===== src/rtl/bar_dec_pkg.sv =====
`timescale 1ns/1ps
package bar_dec_pkg;
   // width of one per-region size field in the parameter vectors
   localparam int SIZE_FIELD_W = 8;
   // bit of the ROM register that enables its decoding
   localparam int ROM_EN_BIT   = 0;
   // smallest legal window exponents per space
   localparam int MIN_IO_LG    = 2;
   localparam int MIN_MEM_LG   = 4;
   localparam int MIN_ROM_LG   = 1;
endpackage


===== src/rtl/bar_region_eval.sv =====
`timescale 1ns/1ps
module bar_region_eval import bar_dec_pkg::*; #(
   parameter int ADDR_W   = 32,
   parameter int SIZE_LG  = 8,
   parameter bit PRESENT  = 1'b1,
   parameter bit IS_IO    = 1'b0,
   parameter bit IS_ROM   = 1'b0,
   parameter longint unsigned IO_LIMIT = 64'h1_0000
) (
   input  logic              io_en,
   input  logic              mem_en,
   input  logic [ADDR_W-1:0] reg_val,
   output logic              mapped,
   output logic [ADDR_W-1:0] base,
   output logic [ADDR_W-1:0] last
);
   localparam logic [ADDR_W:0]   SPAN     = (ADDR_W+1)'(1) << SIZE_LG;
   localparam logic [ADDR_W:0]   SPAN_M1  = SPAN - 1'b1;
   localparam logic [ADDR_W-1:0] LOW_MASK = SPAN_M1[ADDR_W-1:0];
   localparam logic [ADDR_W:0]   IO_TOP   = (ADDR_W+1)'(IO_LIMIT);

   logic [ADDR_W-1:0] aligned;
   logic [ADDR_W:0]   end_ext;
   logic              space_on;
   logic              rom_on;
   logic              past_top;
   logic              placement_ok;

   assign aligned  = reg_val & ~LOW_MASK;
   assign end_ext  = {1'b0, aligned} + SPAN_M1;
   assign space_on = IS_IO ? io_en : mem_en;

   // the upper limit differs between the two address spaces
   generate
      if (IS_IO) begin : g_io_limit
         assign past_top = (end_ext >= IO_TOP);
      end else begin : g_mem_limit
         assign past_top = end_ext[ADDR_W] || (end_ext[ADDR_W-1:0] == {ADDR_W{1'b1}});
      end
      if (IS_ROM) begin : g_rom_gate
         assign rom_on = reg_val[ROM_EN_BIT];
      end else begin : g_no_rom_gate
         assign rom_on = 1'b1;
      end
   endgenerate

   assign placement_ok = (aligned != '0) && !end_ext[ADDR_W] && !past_top;
   assign mapped = PRESENT && space_on && rom_on && placement_ok;
   assign base   = mapped ? aligned : {ADDR_W{1'b1}};
   assign last   = mapped ? end_ext[ADDR_W-1:0] : {ADDR_W{1'b1}};
endmodule


===== src/rtl/bar_hit_select.sv =====
`timescale 1ns/1ps
module bar_hit_select #(
   parameter int NUM_REG = 7,
   parameter int ADDR_W  = 32,
   parameter logic [NUM_REG-1:0] REG_IO = '0
) (
   input  logic [NUM_REG-1:0]        mapped,
   input  logic [NUM_REG*ADDR_W-1:0] base,
   input  logic [NUM_REG*ADDR_W-1:0] last,
   input  logic [ADDR_W-1:0]         addr,
   input  logic                      is_io,
   output logic [NUM_REG-1:0]        hit
);
   logic [NUM_REG-1:0] cand;

   for (genvar i = 0; i < NUM_REG; i++) begin : g_cmp
      logic [ADDR_W-1:0] lo;
      logic [ADDR_W-1:0] hi;
      assign lo = base[i*ADDR_W +: ADDR_W];
      assign hi = last[i*ADDR_W +: ADDR_W];
      assign cand[i] = mapped[i] && (REG_IO[i] == is_io) && (addr >= lo) && (addr <= hi);
   end

   // isolate the lowest set bit: lowest index has priority
   assign hit = cand & (~cand + 1'b1);
endmodule


===== src/rtl/bar_window_decoder.sv =====
`timescale 1ns/1ps
module bar_window_decoder import bar_dec_pkg::*; #(
   parameter int ADDR_W   = 32,
   parameter int NUM_BARS = 6,
   parameter logic [NUM_BARS*SIZE_FIELD_W-1:0] BAR_SIZE_LG =
      {8'd20, 8'd4, 8'd4, 8'd0, 8'd12, 8'd8},
   parameter logic [NUM_BARS-1:0] BAR_PRESENT = 6'b111011,
   parameter logic [NUM_BARS-1:0] BAR_IS_IO   = 6'b010001,
   parameter bit ROM_PRESENT = 1'b1,
   parameter int ROM_SIZE_LG = 16,
   parameter longint unsigned IO_LIMIT = 64'h1_0000
) (
   input  logic                               clk,
   input  logic                               rst_n,
   input  logic                               cmd_io_space_en,
   input  logic                               cmd_mem_space_en,
   input  logic [NUM_BARS*ADDR_W-1:0]         bar_regs,
   input  logic [ADDR_W-1:0]                  rom_reg,
   input  logic                               txn_valid,
   input  logic [ADDR_W-1:0]                  txn_addr,
   input  logic                               txn_is_io,
   output logic [NUM_BARS:0]                  region_mapped,
   output logic [(NUM_BARS+1)*ADDR_W-1:0]     region_base,
   output logic [NUM_BARS:0]                  hit_onehot
);
   localparam int NUM_REG = NUM_BARS + 1;
   localparam int ROM_IDX = NUM_BARS;
   localparam logic [NUM_REG-1:0] REG_IO = {1'b0, BAR_IS_IO};

   // elaboration-time parameter checks
   if (ADDR_W < 17 || ADDR_W > 63) begin : g_bad_width
      $error("bar_window_decoder: ADDR_W out of range");
   end
   if (NUM_BARS < 1 || NUM_BARS > 6) begin : g_bad_count
      $error("bar_window_decoder: NUM_BARS must be 1..6");
   end
   if (ROM_PRESENT && (ROM_SIZE_LG < MIN_ROM_LG || ROM_SIZE_LG >= ADDR_W)) begin : g_bad_rom
      $error("bar_window_decoder: ROM size out of range");
   end

   logic [NUM_REG*ADDR_W-1:0] region_last;

   for (genvar i = 0; i < NUM_BARS; i++) begin : g_bar
      localparam int LG = int'(BAR_SIZE_LG[i*SIZE_FIELD_W +: SIZE_FIELD_W]);
      if (BAR_PRESENT[i] && BAR_IS_IO[i] && (LG < MIN_IO_LG || LG > 16)) begin : g_bad_io
         $error("bar_window_decoder: I/O region size out of range");
      end
      if (BAR_PRESENT[i] && !BAR_IS_IO[i] && (LG < MIN_MEM_LG || LG >= ADDR_W)) begin : g_bad_mem
         $error("bar_window_decoder: memory region size out of range");
      end
      bar_region_eval #(
         .ADDR_W   (ADDR_W),
         .SIZE_LG  (LG),
         .PRESENT  (BAR_PRESENT[i]),
         .IS_IO    (BAR_IS_IO[i]),
         .IS_ROM   (1'b0),
         .IO_LIMIT (IO_LIMIT)
      ) u_eval (
         .io_en   (cmd_io_space_en),
         .mem_en  (cmd_mem_space_en),
         .reg_val (bar_regs[i*ADDR_W +: ADDR_W]),
         .mapped  (region_mapped[i]),
         .base    (region_base[i*ADDR_W +: ADDR_W]),
         .last    (region_last[i*ADDR_W +: ADDR_W])
      );
   end

   bar_region_eval #(
      .ADDR_W   (ADDR_W),
      .SIZE_LG  (ROM_SIZE_LG),
      .PRESENT  (ROM_PRESENT),
      .IS_IO    (1'b0),
      .IS_ROM   (1'b1),
      .IO_LIMIT (IO_LIMIT)
   ) u_rom_eval (
      .io_en   (cmd_io_space_en),
      .mem_en  (cmd_mem_space_en),
      .reg_val (rom_reg),
      .mapped  (region_mapped[ROM_IDX]),
      .base    (region_base[ROM_IDX*ADDR_W +: ADDR_W]),
      .last    (region_last[ROM_IDX*ADDR_W +: ADDR_W])
   );

   logic [NUM_REG-1:0] hit_raw;

   bar_hit_select #(
      .NUM_REG (NUM_REG),
      .ADDR_W  (ADDR_W),
      .REG_IO  (REG_IO)
   ) u_select (
      .mapped (region_mapped),
      .base   (region_base),
      .last   (region_last),
      .addr   (txn_addr),
      .is_io  (txn_is_io),
      .hit    (hit_raw)
   );

   always_ff @(posedge clk or negedge rst_n) begin
      if (!rst_n) begin
         hit_onehot <= '0;
      end else begin
         hit_onehot <= txn_valid ? hit_raw : '0;
      end
   end
endmodule


===== config.mk =====
export PLATFORM = sky130hd
export DESIGN_NAME = bar_window_decoder
export DESIGN_NICKNAME = d
export VERILOG_FILES = /design/src/rtl/bar_dec_pkg.sv /design/src/rtl/bar_region_eval.sv /design/src/rtl/bar_hit_select.sv /design/src/rtl/bar_window_decoder.sv
export SDC_FILE = /design/constraint.sdc
export NUM_CORES = 1
export LEC_CHECK = 0
export BUFFER_PORTS_ARGS = -buffer_cell sky130_fd_sc_hd__buf_2
export CAP_MARGIN = 0
export CORE_ASPECT_RATIO = 0.5
export CORE_MARGIN = 4
export CORE_UTILIZATION = 49
export DETAILED_ROUTE_END_ITERATION = 8
export HOLD_SLACK_MARGIN = 0.08
export PLACE_DENSITY_LB_ADDON = 0.08
export SLEW_MARGIN = 20
export SYNTH_ARGS = -nofsm -noshare
export SYNTH_HDL_FRONTEND = slang
export SYNTH_HIERARCHICAL = 1
export SYNTH_SLANG_ARGS = --single-unit
export TNS_END_PERCENT = 10

===== constraint.sdc =====
create_clock -name clk -period 2.5 [get_ports clk]
set_clock_uncertainty 0.05 [all_clocks]
set_input_delay 0.375 -clock clk [delete_from_list [all_inputs] [get_ports clk]]
set_output_delay 0.375 -clock clk [all_outputs]
set_load 0.005 [all_outputs]

==> flow_summary.toml, run 1 <==
[synthesis]
synth_compound_area_frac = 0.152
synth_edf_count = 0
syn_area_mm2 = 0.0156
synth.area.mux_share = 0
ys.flop_type = "sky130_fd_sc_hd__dfrtp_1"
yosysUniqueCellTypes = 77
yosys_register_bits = 7
synthArstFlopShare = 1.00
post-synth-top-area-cell = "sky130_fd_sc_hd__ha_1"
synth_simple_gate_area_share = 0.205
postSynthCellCount = 2140
synthesis.yosys.warnings = 6
yosys-top-cells-area = "sky130_fd_sc_hd__ha_1 36%, sky130_fd_sc_hd__buf_4 15%, sky130_fd_sc_hd__inv_1 11%, sky130_fd_sc_hd__a21oi_1 4.4%, sky130_fd_sc_hd__nand4_1 3.8%"
adder_cell_fraction_of_synth_area = 0.359
main_combinational_cell_family_by_area_after_synthesis = "adder cells"
syn-mean-instance-area_um2 = 7.30
synth-seq-area-share = 0.0112
yosys.area.top_type_share = 0.359
synthXorXnorAreaFrac = 0

[floorplan]
initial_utilization = 0.506
die-width_um = 260
die_height_um = 134
die_area_mm2 = 0.0350
core_area_mm2 = 0.0309
io_pins = 500
floorplan.rows = 45

[power]
ir_drop_mv = 0.161
clock_network_power_share = 0.096
p_sw_mw = 1.35
switching_share = 0.480
power_leakage_nw = 13.6
final_power_mw = 2.81
seqPwrFrac = 0.041
power_density_relative_to_cell_area_mw_per_mm2 = 143
p_int_mw = 1.46
pwr-share-comb = 0.863

[critical_path]
critical-path-top-cell-by-count = "sky130_fd_sc_hd__buf_4"
worst_ep_required_time_ns = 2.62
critical_path.startpoint_type = "input port"
setup.worst_path.end_class = "register"
critical_path.cell_chain = "buf_2 -> or4_4 -> or3_1 -> inv_1 -> ha_1 -> nand4_1 -> or2_2 -> nor4_1 -> buf_4 -> a32oi_1 -> buf_4 -> a211oi_2 -> and2_1"
setup.worst_path.class = "in -> reg"
critPathSlowestCell = "sky130_fd_sc_hd__or4_4"
critical_path.max_stage_delay_ns = 0.70
crit_family = "simple AND/OR/NAND/NOR gates"
setup.worst_path.start = "bar_regs[152]"
worst-path-buf-inv = 4
critical_path_arrival_ns = 3.77
path_max_fanout = 28

[placement]
placed_cells_incl_taps = 3129
preCtsSetupSlack_ns = -1.49
post-dp-hpwl_um = 46500
portBuffers = 371
gp_congestion = 0.973

[clock_network]
cts.htree.levels = 1
clk_pin_slew_worst_paths_ns = 0.03
cts_buffer_depth = 2
tritoncts = "built"
clockRootBuffer = "sky130_fd_sc_hd__clkbuf_16"
cts_buffers = 3
numClockSinks = 7

[global_routing]
maximum_number_of_pins_on_one_net_before_global_route_repair = 31
via_count_of_the_first_global_routing_pass = 15444
antenna_violations_before_repair = 0
grt_pass1_wl_um = 82400
grt.overflow.total = 0
groute.usage.overall = 0.295

[final_layout]
seq_area_um2 = 175
multi_input_area_mm2 = 0.0120
finish.net_count = 3426
layout.cells.most_common = "sky130_fd_sc_hd__ha_1"
final_antenna_diode_count = 0
largest_reg_flops = 7
post_route_cells_drive_above_1_share = 0.326
final_cell_mix = "445 x sky130_fd_sc_hd__ha_1, 443 x sky130_fd_sc_hd__inv_1, 408 x sky130_fd_sc_hd__buf_4"
register_ranked_first_by_flip_flop_count = "hit_onehot"
synthToLayoutAreaGrowth_pct = 25.6
largest_registers = "hit_onehot x7"
instances_no_fill = 3138
number_of_inserted_filler_cells_in_the_final_layout = 2968

[routing]
drt_iter0_drc = 1063
drt_pass1_iterations = 6
postRouteWirelength_um = 53300
route.antenna.remaining_nets = 0
wl_per_cell_um = 17.0
residual_drc_count = 0
viasPerCell = 5.17
via_count = 16211

[run_status]
status = "finished, violations left"
failed_checks = "setup timing"

[timing]
fin_tns_setup_ns = -5.78
timing.final.setup_violations = 10
hold-worst-slack_ns = 0.387
min_period_ns = 3.65
timing.final.ws_setup_ns = -1.15
grt_setup_unrepaired = "true"
timing.final.crit_share = 1.46
hold_viol_final = 0
slew_headroom = 0.315
worst_slew_pin_slew_ns = 1.02
max_clock_freq_ghz = 0.274
final-max-slew-violation-count = 0

[run]
max_cap_violations = 0

[worst_hold_path]
timing.hold.worst.start = "txn_valid"
hold_class = "in -> reg"
==> per-layer routing <==
| layer | share of wire | track usage |
|---|---|---|
| met5 | 0 | 0 |
| met4 | 0.024 | 0.0628 |
| met3 | 0.066 | 0.0309 |
| met2 | 0.44 | 0.487 |
| met1 | 0.47 | 0.415 |
==> cells in the mapped netlist (3+ instances only) <==
master	instances
sky130_fd_sc_hd__a21oi_1	136
sky130_fd_sc_hd__o211ai_1	11
sky130_fd_sc_hd__buf_2	8
sky130_fd_sc_hd__o31ai_1	7
sky130_fd_sc_hd__inv_1	448
sky130_fd_sc_hd__a221o_1	12
sky130_fd_sc_hd__buf_6	6
sky130_fd_sc_hd__a31oi_1	6
sky130_fd_sc_hd__nor4_1	33
sky130_fd_sc_hd__nor2b_1	10
sky130_fd_sc_hd__nand4_1	94
sky130_fd_sc_hd__or3_2	8
sky130_fd_sc_hd__and2_1	11
sky130_fd_sc_hd__a2111oi_0	9
sky130_fd_sc_hd__or4_1	27
sky130_fd_sc_hd__or3_1	27
sky130_fd_sc_hd__nor2_1	34
sky130_fd_sc_hd__o21ai_0	56
sky130_fd_sc_hd__nand2_1	77
sky130_fd_sc_hd__nor3_1	23
sky130_fd_sc_hd__or2b_1	4
sky130_fd_sc_hd__a21boi_0	3
sky130_fd_sc_hd__nor3b_1	5
sky130_fd_sc_hd__dfrtp_1	7
sky130_fd_sc_hd__conb_1	8
sky130_fd_sc_hd__nand3_1	32
sky130_fd_sc_hd__buf_4	315
sky130_fd_sc_hd__o2bb2ai_1	3
sky130_fd_sc_hd__and3_1	7
sky130_fd_sc_hd__clkbuf_1	12
sky130_fd_sc_hd__a211oi_1	17
sky130_fd_sc_hd__and4_1	19
sky130_fd_sc_hd__a21o_1	56
sky130_fd_sc_hd__a221oi_1	7
sky130_fd_sc_hd__nand3b_1	57
sky130_fd_sc_hd__nor4_2	4
sky130_fd_sc_hd__nand2b_1	24
sky130_fd_sc_hd__ha_1	448
sky130_fd_sc_hd__nand3b_2	9
sky130_fd_sc_hd__o21a_1	12
==> worst paths after layout <==
kind | to | cells after the start
hold / removal | hit_onehot[4]$_DFF_PN0_ | 2
max in group asynchronous | hit_onehot[2]$_DFF_PN0_ | 2
min in group asynchronous | hit_onehot[3]$_DFF_PN0_ | 2
setup / recovery | hit_onehot[4]$_DFF_PN0_ | 13
==> cell type report <==
cell class,instances,area share
sequential,7,0.00893
inverter,448,0.0857
timing repair buffer,794,0.264
tap,423,0.0270
multi-input combinational,1462,0.610
clock buffer,4,0.00402
==> power groups by stage <==
stage               Sequential (mW)  Combinational [mW]  Clock (mW)
floorplan                     0.117                1.41           0
global placement              0.117                2.29           0
detailed placement            0.117                2.32           0
CTS                           0.116                2.34       0.271
global route                  0.116                2.73       0.276
finish                        0.116                2.43       0.268
==> kinds of logic (layout without fill, tap and decap cells) <==
kind of cell	Yosys count	after routing
AOI/OAI and AO/OA	365	365
adders and majority gates	448	448
buffers and inverters	792	1246
DFF	7	7
other	8	129
and+or+nand+nor	520	520
==> repair_timing <==
item	in CTS	in global routing
hold buffers	1	0
resized for setup	13	21
endpoints found under the hold margin	7	0
setup buffers	1	3
pin swaps	9	16
cloned	0	0
setup endpoints to repair	11	12
==> through the flow <==
stage / util / cell area [µm²]
global placement: 0.627 / 19300
global route: 0.636 / 19600
detailed placement: 0.627 / 19300
finish: 0.636 / 19600
floorplan: - / 16200
CTS: 0.632 / 19500
Power figures use the tool's default switching activity.
==> inputs of run 2 (changes only) <==
--- a/config.mk
+++ b/config.mk
@@ -11,6 +11,7 @@
 export CORE_MARGIN = 4
 export CORE_UTILIZATION = 49
 export DETAILED_ROUTE_END_ITERATION = 8
+export GPL_TIMING_DRIVEN = 0
 export HOLD_SLACK_MARGIN = 0.08
 export PLACE_DENSITY_LB_ADDON = 0.08
 export SLEW_MARGIN = 20
==> run 2 against run 1 <==
Net effect: the run still ends with setup timing left; cell area decreased by 1.8%; largest power group unchanged; combinational power down 5%; non-clock buffer count down 58; sequential share of layout area barely moved.
==> flow_summary.toml, run 2 (synthesized netlist as in run 1, its figures left out) <==
[worst_hold_path]
timing.hold.worst.start = "txn_valid"
hold_class = "in -> reg"

[timing]
timing.final.crit_share = 1.54
final-max-slew-violation-count = 0
timing.final.setup_violations = 9
min_period_ns = 3.86
max_clock_freq_ghz = 0.259
hold_viol_final = 0
timing.final.ws_setup_ns = -1.36
grt_setup_unrepaired = "true"
slew_headroom = 0.375
worst_slew_pin_slew_ns = 0.930

[routing]
route.antenna.remaining_nets = 0
wl_per_cell_um = 17.3
postRouteWirelength_um = 53300
via_count = 15913
drt_pass1_iterations = 5
residual_drc_count = 0
drt_iter0_drc = 1074
viasPerCell = 5.16

[floorplan]
die-width_um = 260
floorplan.rows = 45
io_pins = 500
initial_utilization = 0.506
core_area_mm2 = 0.0309
die_height_um = 134
die_area_mm2 = 0.0350

[final_layout]
finish.net_count = 3370
synthToLayoutAreaGrowth_pct = 23.3
layout.cells.most_common = "sky130_fd_sc_hd__ha_1"
multi_input_area_mm2 = 0.0121
post_route_cells_drive_above_1_share = 0.313
final_antenna_diode_count = 0
final_cell_mix = "444 x sky130_fd_sc_hd__ha_1, 442 x sky130_fd_sc_hd__inv_1, 372 x sky130_fd_sc_hd__buf_2"
seq_area_um2 = 175
final_util = 0.624
largest_reg_flops = 7
largest_registers = "hit_onehot x7"
number_of_inserted_filler_cells_in_the_final_layout = 3034
register_ranked_first_by_flip_flop_count = "hit_onehot"

[power]
final_power_mw = 2.69
ir_drop_mv = 0.183
power_leakage_nw = 13.2
power_density_relative_to_cell_area_mw_per_mm2 = 140

[critical_path]
critical_path.cell_chain = "buf_2 -> nand4_1 -> or4_4 -> buf_12 -> nand2_8 -> buf_4 -> inv_1 -> ha_1 -> nand4_1 -> nor2_1 -> or4b_4 -> a41oi_4 -> o21ai_1 -> a22o_2 -> nor4b_2 -> and2_1"
critical-path-top-cell-by-count = "sky130_fd_sc_hd__nand4_1"
setup.worst_path.start = "rom_reg[16]"
setup.worst_path.class = "in -> reg"
critical_path_arrival_ns = 3.98
critPathSlowestCell = "sky130_fd_sc_hd__or4_4"
critical_path.startpoint_type = "input port"
setup.worst_path.end_class = "register"
critical_path.max_stage_delay_ns = 0.57
worst_ep_required_time_ns = 2.62
path_max_fanout = 8

[clock_network]
tritoncts = "built"
clockRootBuffer = "sky130_fd_sc_hd__clkbuf_16"
clk_pin_slew_worst_paths_ns = 0.03
cts.htree.levels = 1
cts_buffers = 3
numClockSinks = 7
cts_buffer_depth = 2

[run]
max_cap_violations = 0

[placement]
gp_congestion = 0.924
portBuffers = 371
post-dp-hpwl_um = 42200

[global_routing]
groute.usage.overall = 0.286
grt_pass1_wl_um = 79400
via_count_of_the_first_global_routing_pass = 14477
maximum_number_of_pins_on_one_net_before_global_route_repair = 22
grt.overflow.total = 0
antenna_violations_before_repair = 1

[run_status]
failed_checks = "setup timing"
status = "finished, violations left"
-- run 2: final timing paths --
kind,endpoint,cells past startpoint
worst max-delay path,hit_onehot[6]$_DFF_PN0_,16
worst min-delay path,hit_onehot[6]$_DFF_PN0_,2
max in group asynchronous,hit_onehot[3]$_DFF_PN0_,2
min in group asynchronous,hit_onehot[5]$_DFF_PN0_,2
-- run 2: metal layers --
layer / track usage / wire (µm) / up-vias
li1: - / - / 8122
met1: 0.409 / 25100 / 7301
met2: 0.466 / 23500 / 440
met3: 0.0336 / 3770 / 50
met4: 0.0518 / 962 / 0
met5: 0 / 0 / -
-- run 2: worst max-delay path: cells and delay by family --
family / cells / cell delay, ns
buffers and inverters: 4 / 0.48
adder cells (fa/ha/maj): 1 / 0.29
AND/OR/NAND/NOR: 8 / 1.95
AO/OA/AOI/OAI: 3 / 0.85
-- run 2: metrics by stage --
step                TNS [ns]  setup WS [ns]  hold slack (ns)  cells  instance area (µm²)
CTS                    -7.14          -1.36            0.389   3073                19000
global route           -8.45          -1.45            0.402   3082                19300
global placement      -10.62          -2.62            0.158   3055                18600
finish                 -7.10          -1.36            0.393   3082                19300
floorplan              -4.09         -0.809           0.0294   2261                16200
detailed placement    -10.76          -2.62            0.160   3055                18600
-- run 2: timing repair --
item / in CTS / in global routing
cloned: 1 / 1
pin swaps: 21 / 23
endpoints found under the hold margin: 7 / 0
endpoints found under the setup margin: 14 / 19
hold buffers: 1 / 0
buffers inserted: 12 / 9
gates resized for setup: 34 / 32
-- run 2: cell type report --
| type | instances | area share |
|---|---|---|
| plain buffers | 343 | 0.133 |
| clock buffers | 4 | 0.00409 |
| inverters | 448 | 0.0875 |
| multi-input cells | 1464 | 0.631 |
| flip-flops and latches | 7 | 0.00910 |
| well taps | 423 | 0.0275 |
| repair buffers | 393 | 0.108 |
-- run 2: report_power, final --
group	internal [mW]	switching (mW)
sequential	0.115	0.000304
combinational	1.03	1.27
clock	0.212	0.0571
total	1.36	1.33
==> inputs of run 3 (changes only) <==
==> constraint.sdc (replaced) <==
create_clock -name clk -period 2.5 [get_ports clk]
set_clock_uncertainty 0.05 [all_clocks]
set_input_delay 0.5 -clock clk [delete_from_list [all_inputs] [get_ports clk]]
set_output_delay 0.5 -clock clk [all_outputs]
set_load 0.005 [all_outputs]
==> run 3 against run 2 <==
Net effect: the run still ends with setup timing left; utilization rose by 3.1 points; cell area rose by 5.0%; global-route usage rose by 0.39 points; sequential share of layout area barely moved; first-iteration DRC count rose by 11%; critical endpoint is now hit_onehot[4]$_DFF_PN0_; largest cell class unchanged; non-clock buffer count rose by 16.
==> flow_summary.toml, run 3 (synthesized netlist as in run 1, its figures left out) <==
[critical_path]
setup.worst_path.end_class = "register"
setup.worst_path.start = "bar_regs[10]"
path_max_fanout = 10
critical_path_arrival_ns = 4.10
critical_path.startpoint_type = "input port"
worst_ep_required_time_ns = 2.62
setup.worst_path.class = "in -> reg"

[final_layout]
finish.net_count = 3386
multi_input_area_mm2 = 0.0125
final_design_area_no_fill_mm2 = 0.0202
synthToLayoutAreaGrowth_pct = 29.5
register_ranked_first_by_flip_flop_count = "hit_onehot"
final_antenna_diode_count = 0
seq_area_um2 = 175
number_of_inserted_filler_cells_in_the_final_layout = 2867
post_route_cells_drive_above_1_share = 0.336
largest_registers = "hit_onehot x7"
final_cell_mix = "435 x sky130_fd_sc_hd__inv_1, 435 x sky130_fd_sc_hd__ha_1, 340 x sky130_fd_sc_hd__buf_4"
largest_reg_flops = 7

[clock_network]
cts_buffers = 3
tritoncts = "built"
cts.htree.levels = 1
cts_buffer_depth = 2
clk_pin_slew_worst_paths_ns = 0.04
clockRootBuffer = "sky130_fd_sc_hd__clkbuf_16"
numClockSinks = 7

[timing]
slew_headroom = 0.405
timing.final.crit_share = 1.59
hold-worst-slack_ns = 0.527
timing.final.setup_violations = 56
hold_viol_final = 0
timing.final.ws_setup_ns = -1.48
final-max-slew-violation-count = 0
worst_slew_pin_slew_ns = 0.885
max_clock_freq_ghz = 0.251
grt_setup_unrepaired = "true"
min_period_ns = 3.98

[floorplan]
core_area_mm2 = 0.0309
die_height_um = 134
initial_utilization = 0.506
die_area_mm2 = 0.0350
die-width_um = 260
io_pins = 500
floorplan.rows = 45

[power]
p_sw_mw = 1.38
clock_network_power_share = 0.097
final_power_mw = 2.83
pwr-share-comb = 0.863
seqPwrFrac = 0.041
ir_drop_mv = 0.188
power_leakage_nw = 13.5
power_density_relative_to_cell_area_mw_per_mm2 = 140
switching_share = 0.487
p_int_mw = 1.45

[global_routing]
grt_pass1_wl_um = 80600
grt.overflow.total = 0
groute.usage.overall = 0.290
via_count_of_the_first_global_routing_pass = 14667
antenna_violations_before_repair = 2
maximum_number_of_pins_on_one_net_before_global_route_repair = 22

[routing]
residual_drc_count = 0
wl_per_cell_um = 17.6
drt_pass1_iterations = 7
postRouteWirelength_um = 54600
via_count = 15954
route.antenna.remaining_nets = 0
drt_iter0_drc = 1189
viasPerCell = 5.15

[placement]
post-dp-hpwl_um = 42200
post_dp_cell_area_mm2 = 0.0186
gp_congestion = 0.924
portBuffers = 371

[run]
max_cap_violations = 0

[worst_hold_path]
hold_class = "in -> reg"
timing.hold.worst.start = "txn_valid"

[run_status]
failed_checks = "setup timing"
status = "finished, violations left"
run 3: cell types whose count changed in the layout (fill, tap and decap cells not counted), moves of 8 or more:
cell	delta
sky130_fd_sc_hd__buf_2	-66
sky130_fd_sc_hd__buf_6	+72
sky130_fd_sc_hd__or4_1	-11
sky130_fd_sc_hd__ha_4	+9
sky130_fd_sc_hd__ha_1	-9
sky130_fd_sc_hd__or4_4	+11
sky130_fd_sc_hd__buf_4	+8
run 3: layout make-up:
cell class / instances / area share
multi-input cells: 1464 / 0.618
repair buffers: 409 / 0.130
plain buffers: 343 / 0.130
flip-flops and latches: 7 / 0.00866
well taps: 423 / 0.0262
clock buffers: 4 / 0.00390
inverters: 448 / 0.0833
run 3: stage by stage:
| step | worst slack, ns | std cells | TNS (ns) | util |
|---|---|---|---|---|
| after floorplan | -0.934 | 2261 | -4.84 | - |
| after detailed placement | -2.75 | 3055 | -22.15 | 0.604 |
| after global routing | -1.60 | 3098 | -17.90 | 0.655 |
| after CTS | -1.48 | 3081 | -12.03 | 0.633 |
| after global placement | -2.75 | 3055 | -21.20 | 0.604 |
| final | -1.48 | 3098 | -12.66 | 0.655 |
run 3: worst max-delay path: stages:
cell and delay (ns):
sky130_fd_sc_hd__buf_2 0.10, sky130_fd_sc_hd__or4_1 0.57, sky130_fd_sc_hd__nor2_4 0.17, sky130_fd_sc_hd__buf_6 0.18
sky130_fd_sc_hd__or3_4 0.23, sky130_fd_sc_hd__buf_4 0.14, sky130_fd_sc_hd__buf_4 0.11, sky130_fd_sc_hd__inv_1 0.04
sky130_fd_sc_hd__ha_1 0.20, sky130_fd_sc_hd__a2111o_1 0.41, sky130_fd_sc_hd__a32oi_2 0.32, sky130_fd_sc_hd__a31oi_2 0.15
sky130_fd_sc_hd__o221ai_2 0.28, sky130_fd_sc_hd__o311ai_4 0.22, sky130_fd_sc_hd__a211oi_4 0.29, sky130_fd_sc_hd__and2_1 0.17
run 3: repair_timing:
| item | CTS | global route |
|---|---|---|
| pin swaps | 34 | 59 |
| cloned | 2 | 1 |
| endpoints found under the hold margin | 7 | 0 |
| resized for setup | 118 | 120 |
| setup buffers | 19 | 17 |
| hold buffers | 1 | 0 |
| setup endpoints to repair | 122 | 119 |
run 3: final timing paths:
| kind | end | depth (start not counted) | slack, ns |
|---|---|---|---|
| setup / recovery | hit_onehot[4]$_DFF_PN0_ | 16 | -1.48 |
| hold / removal | hit_onehot[6]$_DFF_PN0_ | 2 | 0.53 |
| max in group asynchronous | hit_onehot[5]$_DFF_PN0_ | 2 | 1.62 |
| min in group asynchronous | hit_onehot[4]$_DFF_PN0_ | 2 | 0.63 |
run 3: routing by layer:
metal | wire, µm | GRT usage | vias up | part of all wire
li1 | - | - | 8149 | -
met1 | 25600 | 0.412 | 7329 | 0.47
met2 | 24200 | 0.474 | 411 | 0.44
met3 | 3750 | 0.0336 | 63 | 0.069
met4 | 1070 | 0.0575 | 2 | 0.020
met5 | 10 | 0 | - | 0.00018
run 3: power groups by stage:
stage | clock network [mW] | logic [mW] | registers (mW)
detailed placement | 0 | 2.16 | 0.117
global route | 0.282 | 2.73 | 0.116
finish | 0.273 | 2.44 | 0.116
CTS | 0.272 | 2.28 | 0.116
global placement | 0 | 2.13 | 0.117
floorplan | 0 | 1.41 | 0.117
